### config.mk
export PLATFORM = sky130hd
export DESIGN_NAME = spiCtrlPort
export DESIGN_NICKNAME = d
export VERILOG_FILES = /design/src/rtl/spiCtrlPkg.sv /design/src/rtl/spiCtrlSeq.sv /design/src/rtl/spiCtrlData.sv /design/src/rtl/spiCtrlPort.sv
export SDC_FILE = /design/constraint.sdc
export NUM_CORES = 1
export LEC_CHECK = 0
export ABC_CLOCK_PERIOD_IN_PS = 4910
export BUFFER_PORTS_ARGS = -buffer_cell sky130_fd_sc_hd__clkbuf_2
export CORE_MARGIN = 2
export CORE_UTILIZATION = 35
export DETAILED_ROUTE_END_ITERATION = 12
export PLACE_DENSITY = 0.61
export SLEW_MARGIN = 20
export SYNTH_ARGS = -nofsm -noshare
export SYNTH_HDL_FRONTEND = slang
export SYNTH_SLANG_ARGS = --single-unit
export TNS_END_PERCENT = 20
### constraint.sdc
create_clock -name clk -period 4.91 [get_ports clk]
set_clock_uncertainty 0.2 [all_clocks]
set_input_delay 0.982 -clock clk [delete_from_list [all_inputs] [get_ports clk]]
set_output_delay 0.982 -clock clk [all_outputs]
set_load 0.005 [all_outputs]
### src/rtl/spiCtrlPkg.sv
package spiCtrlPkg;
  // Strobes passed from the bus sequencer to the datapath, one system clock wide.
  typedef struct packed {
    logic active;    // chip select asserted (synchronized)
    logic start;     // chip select falling edge
    logic sample;    // serial clock rising edge inside a frame
    logic loadStat;  // rising edge that captures the status byte
    logic shiftOut;  // falling edge that advances the output byte
    logic commit;    // chip select rising edge after a complete frame
  } ctrlStrobeT;
endpackage

### src/rtl/spiCtrlSeq.sv
module spiCtrlSeq
  import spiCtrlPkg::*;
#(
  parameter int FRAME_BITS = 16,
  parameter int STAT_BITS  = 8
) (
  input  logic       clk,
  input  logic       rstN,
  input  logic       csN,
  input  logic       sclk,
  input  logic       sdi,
  output logic       sdiBit,
  output ctrlStrobeT st
);
  localparam int CW      = $clog2(FRAME_BITS * 2);
  localparam int LOAD_AT = FRAME_BITS - STAT_BITS;

  logic csMeta, csSync, csPrev;
  logic ckMeta, ckSync, ckPrev;
  logic sdMeta, sdSync;
  logic [CW-1:0] bitCnt;

  always_ff @(posedge clk or negedge rstN) begin
    if (!rstN) begin
      csMeta <= 1'b1; csSync <= 1'b1; csPrev <= 1'b1;
      ckMeta <= 1'b0; ckSync <= 1'b0; ckPrev <= 1'b0;
      sdMeta <= 1'b0; sdSync <= 1'b0;
    end else begin
      csMeta <= csN;  csSync <= csMeta; csPrev <= csSync;
      ckMeta <= sclk; ckSync <= ckMeta; ckPrev <= ckSync;
      sdMeta <= sdi;  sdSync <= sdMeta;
    end
  end

  logic csFall, csRise, ckRise, ckFall;
  always_comb begin
    csFall = csPrev & ~csSync;
    csRise = ~csPrev & csSync;
    ckRise = ~csSync & ckSync & ~ckPrev;
    ckFall = ~csSync & ~ckSync & ckPrev;
  end

  always_ff @(posedge clk or negedge rstN) begin
    if (!rstN)
      bitCnt <= '0;
    else if (csFall)
      bitCnt <= '0;
    else if (ckRise && bitCnt != '1)
      bitCnt <= bitCnt + 1'b1;
  end

  always_comb begin
    sdiBit      = sdSync;
    st.active   = ~csSync;
    st.start    = csFall;
    st.sample   = ckRise;
    st.loadStat = ckRise && (bitCnt == CW'(LOAD_AT));
    st.shiftOut = ckFall && (bitCnt > CW'(LOAD_AT));
    st.commit   = csRise && (bitCnt == CW'(FRAME_BITS));
  end

  AST_CNT_CLEARED: assert property (@(posedge clk) disable iff (!rstN)
    st.start |=> bitCnt == '0);
  AST_EVENT_EXCL: assert property (@(posedge clk) disable iff (!rstN)
    $onehot0({st.commit, st.loadStat, st.shiftOut}));
endmodule

### src/rtl/spiCtrlData.sv
module spiCtrlData
  import spiCtrlPkg::*;
#(
  parameter int NREG      = 8,
  parameter int AW        = 7,
  parameter int DW        = 9,
  parameter int SELW      = 3,
  parameter int SB        = 8,
  parameter int CTRL_ADDR = 7
) (
  input  logic                     clk,
  input  logic                     rstN,
  input  ctrlStrobeT               st,
  input  logic                     sdiBit,
  input  logic [(SB<<SELW)-1:0]    statusIn,
  output logic [NREG*DW-1:0]       cfgOut,
  output logic                     sdo
);
  localparam int FW = AW + DW;

  logic [FW-1:0]   rxShift;
  logic [AW-1:0]   rxAddr;
  logic [DW-1:0]   rxData;
  logic [DW-1:0]   bank [NREG];
  logic            rbOn;
  logic [SELW-1:0] selReg;
  logic [SB-1:0]   outSh;

  always_ff @(posedge clk or negedge rstN) begin
    if (!rstN)
      rxShift <= '0;
    else if (st.sample)
      rxShift <= {rxShift[FW-2:0], sdiBit};
  end

  assign rxAddr = rxShift[FW-1:DW];
  assign rxData = rxShift[DW-1:0];

  for (genvar r = 0; r < NREG; r++) begin : g_reg
    always_ff @(posedge clk or negedge rstN) begin
      if (!rstN)
        bank[r] <= '0;
      else if (st.commit && rxAddr == AW'(r))
        bank[r] <= rxData;
    end
    assign cfgOut[r*DW +: DW] = bank[r];
  end

  logic [DW-1:0] ctrlWord;
  assign ctrlWord = bank[CTRL_ADDR];

  always_ff @(posedge clk or negedge rstN) begin
    if (!rstN) begin
      rbOn   <= 1'b0;
      selReg <= '0;
    end else if (st.start) begin
      rbOn   <= ctrlWord[0] & ctrlWord[1];
      selReg <= ctrlWord[2 +: SELW];
    end
  end

  always_ff @(posedge clk or negedge rstN) begin
    if (!rstN)
      outSh <= '0;
    else if (st.start)
      outSh <= '0;
    else if (st.loadStat)
      outSh <= rbOn ? statusIn[selReg*SB +: SB] : '0;
    else if (st.shiftOut)
      outSh <= {outSh[SB-2:0], 1'b0};
  end

  always_ff @(posedge clk or negedge rstN) begin
    if (!rstN)
      sdo <= 1'b0;
    else
      sdo <= st.active & outSh[SB-1];
  end

  AST_COMMIT_IDLE: assert property (@(posedge clk) disable iff (!rstN)
    st.commit |-> !st.active);
  AST_BANK_HOLD: assert property (@(posedge clk) disable iff (!rstN)
    !st.commit |=> $stable(cfgOut));
  AST_READ_GATED: assert property (@(posedge clk) disable iff (!rstN)
    (st.loadStat && !rbOn) |=> outSh == '0);
  AST_SEL_HELD: assert property (@(posedge clk) disable iff (!rstN)
    (st.active && !st.start) |=> $stable(selReg));
  AST_SDO_IDLE: assert property (@(posedge clk) disable iff (!rstN)
    !st.active |=> !sdo);
endmodule

### src/rtl/spiCtrlPort.sv
module spiCtrlPort
  import spiCtrlPkg::*;
#(
  parameter int NREG      = 8,
  parameter int AW        = 7,
  parameter int DW        = 9,
  parameter int SELW      = 3,
  parameter int SB        = 8,
  parameter int CTRL_ADDR = NREG - 1
) (
  input  logic                   clk,
  input  logic                   rstN,
  input  logic                   csN,
  input  logic                   sclk,
  input  logic                   sdi,
  input  logic [(SB<<SELW)-1:0]  statusIn,
  output logic [NREG*DW-1:0]     cfgOut,
  output logic                   sdo
);
  ctrlStrobeT st;
  logic sdiBit;

  spiCtrlSeq #(.FRAME_BITS(AW + DW), .STAT_BITS(SB)) u_seq (
    .clk(clk), .rstN(rstN), .csN(csN), .sclk(sclk), .sdi(sdi),
    .sdiBit(sdiBit), .st(st)
  );

  spiCtrlData #(.NREG(NREG), .AW(AW), .DW(DW), .SELW(SELW), .SB(SB),
                .CTRL_ADDR(CTRL_ADDR)) u_data (
    .clk(clk), .rstN(rstN), .st(st), .sdiBit(sdiBit),
    .statusIn(statusIn), .cfgOut(cfgOut), .sdo(sdo)
  );
endmodule

==> run_results.csv <==
group,metric,value,unit
floorplanning,die_area,0.01544,mm2
status,run_status,"finished, final reports clean",
global_routing,antenna_found_initial,0,
sta,slew-limit-headroom,29.07,%
floorplanning,num_rows,43,
clock_tree,cts_tree,"yes",
synth,synth_top_family_by_area,"multiplexers",
route,drt-pass1-iter-count,4,
synth,yosysWarnings,0,
placement,dpl.hpwl,8256,um
floorplanning,start_util,36.19,%
floorplanning,die_w,124.3,um
synth,netlist_area,0.005062,mm2
setup_path,path_cells,"inv_1, ha_1, nand2b_4, or3_1, nor3_4, mux2_2",
synth,synth_top_area_share,54.87,%
synth,syn_area_per_cell,14.22,um2
pwr,power,2.326,mW
setup_path,reg2reg_setup_slack,2.39,ns
sta,final.setup.tns,0,ns
setup_path,end_kind,"register",
synth,syn_inst,356,
synth,synth_cell_type_count,47,
synth,synthMuxAreaShare,26.35,%
route,via_count,3418,
synth,synth_commonest_cells,"dfrtp_1, mux2_2, nand2_1, mux2i_1",
layout,antenna_cells_inserted,0,
route,drt_wl_total,11430,um
route,first_iter_violations,130,
clock_tree,cts_setup_buffers,0,
worst_hold_path,hold_depth,0,
floorplanning,die_y,124.3,um
sta,finalWorstSetupSlack,2.388,ns
setup_path,r2r_cells,6,
layout,finish.instance_area,0.006470,mm2
worst_hold_path,min_path_type,"reg -> reg",
run,maxCapViolCount,0,
global_routing,grt_pass1_wl,19020,um
global_routing,grt_usage,15.30,%
global_routing,grt.overflow.total,0,
sta,setup_viol,0,
placement,portBuffers,141,
layout,nets,567,
clock_tree,cts_sinks,114,
placement,dp_slack,2.381,ns
synth,synth_ff_type,"dfrtp_1",
clock_tree,htreeDepth,4,
sta,fin_crit,2.522,ns
layout,drive_gt1_share,57.48,%
sta,min_period_over_period,51.36,%
layout,fin_cells,688,
synth,ys_ff_latch,114,
sta,fmax,0.3965,GHz
sta,finalMaxSlewViolations,0,
synth,synth_compound_area_share,4.375,%
clock_tree,cts.clk_slew.worst_paths,0.05,ns
pwr,p_leak,3.232,nW
clock_tree,root_buffer,"clkbuf_16",
placement,placedCellCount,656,
pwr,power_density,359.4,mW/mm2
route,drc,0,
clock_tree,cts_made_buffers,17,
placement,place.gp.congestion,0.7766,
setup_path,path_buf_inv,1,
floorplanning,io-pin-count,142,
route,viasPerCell,4.968,
setup_path,path_depth,6,
setup_path,crit_path_top_delay_cell,"or3_1",
sta,tightest_slew,1.062,ns
global_routing,grt_max_degree,62,
synth,synth_top_cell_by_area,"dfrtp_1",
clock_tree,clk_latency,0.40,ns
placement,postPlaceCellArea,0.005912,mm2
synth,synthArstFlopShare,100.0,%
synth,yosys.area_share.xor_xnor,0.5190,%
synth,synthSimpleGateAreaFrac,8.502,%
pwr,ir_drop,0.2649,mV
floorplanning,core_area,0.01399,mm2
synth,synthesis.nets,428,
synth,yosysSeqAreaShare,56.43,%
sta,rsz0062_at_grt,"no",
clock_tree,clk_path_buf_depth,2,
setup_path,cp-start-kind,"register",
setup_path,crit_arrival,2.60,ns
clock_tree,holdBufCountCts,0,
global_routing,grt_pass1_vias,3749,
setup_path,critical_path_class,"reg -> reg",
synth,synth_edf_count,0,
layout,final_util,46.25,%
sta,hold_viol,0,
setup_path,cp_slowest_stage_delay,0.49,ns
synth,synth_fa_ha_area_share,0.7415,%
route,wl_per_cell,16.61,um
synth,yosysMostFrequentCell,"dfrtp_1",
sta,whs,0.1586,ns
setup_path,crit_path_max_fanout,9,
setup_path,required,4.99,ns
route,final_antenna_net_count,0,
setup_path,cpLargestDelayFamily,"simple AND/OR/NAND/NOR gates",
synth,synthTopCellsByArea,"dfrtp_1, mux2_2, mux4_2",
clock_tree,cts_resized,0,
layout,area_growth_syn_to_layout,27.81,%
## metal layers
metal  track usage, %  routed length (um)
met1            18.06                4772
met2            25.62                5616
met3            5.713                 873
met4            5.420                 162
met5                0                   0
## registers in the layout (all words and copies together) (netlist names), 3 cells and up
name             flops
u_data.cfgOut       63
u_data.ctrlWord      9
u_data.outSh         8
u_data.rxShift      16
u_data.selReg        3
u_seq.bitCnt         5
## report_power, final
part / total, mW / internal (mW) / switching (mW)
clock network: 1.13 / 0.710 / 0.423
registers: 1.07 / 0.977 / 0.0940
logic: 0.121 / 0.0668 / 0.0542
total: 2.33 / 1.75 / 0.571
## cell type report
cell class	instances	area [um2]
fill	1328	7518
sequential	114	2856
multi-input combinational	207	2054
timing repair buffer	145	738.2
clock buffer	21	450.4
tap	180	225.2
clock inverter	11	107.6
inverter	10	37.54
## cell families after synthesis
family | count (synthesis)
AO/OA/AOI/OAI | 28
XOR/XNOR | 3
adder cells (fa/ha/maj) | 3
buffers and inverters | 35
flip-flops | 114
multiplexers | 111
AND/OR/NAND/NOR | 62
## layout by cell type (no fill, tap or decap), types with 2 or more instances in the layout
cell type,synthesis,routed
clkinv_4,0,3
a31o_2,2,2
buf_4,3,5
nor4_4,2,2
clkbuf_1,6,3
a221oi_1,7,7
or2_2,7,7
clkinvlp_4,0,5
nand2b_1,3,3
and3_1,3,3
ha_1,3,3
a32oi_1,7,7
mux2_2,87,87
nand3_1,3,3
xor2_1,2,2
nand2_1,18,18
clkbuf_2,0,140
a22oi_1,7,7
inv_1,10,10
clkbuf_16,0,17
dfstp_2,3,3
mux2i_1,14,14
nor2_1,4,4
dfrtp_1,111,111
nand3b_1,3,3
o21ai_0,2,2
mux4_2,9,9
nor2b_1,3,3
## worst paths after layout
path | startpoint | endpoint
min in group asynchronous | rstN | u_data.cfgOut[35]$_DFFE_PN0P_
max in group asynchronous | rstN | u_data.cfgOut[43]$_DFFE_PN0P_
setup / recovery | u_seq.bitCnt[0]$_DFFE_PN0P_ | u_data.cfgOut[29]$_DFFE_PN0P_
setup reg to reg | u_seq.bitCnt[0]$_DFFE_PN0P_ | u_data.cfgOut[29]$_DFFE_PN0P_
hold / removal | u_seq.ckMeta$_DFF_PN0_ | u_seq.ckSync$_DFF_PN0_
hold reg to reg | u_seq.ckMeta$_DFF_PN0_ | u_seq.ckSync$_DFF_PN0_
No activity file was read; power rests on OpenSTA's default activity.
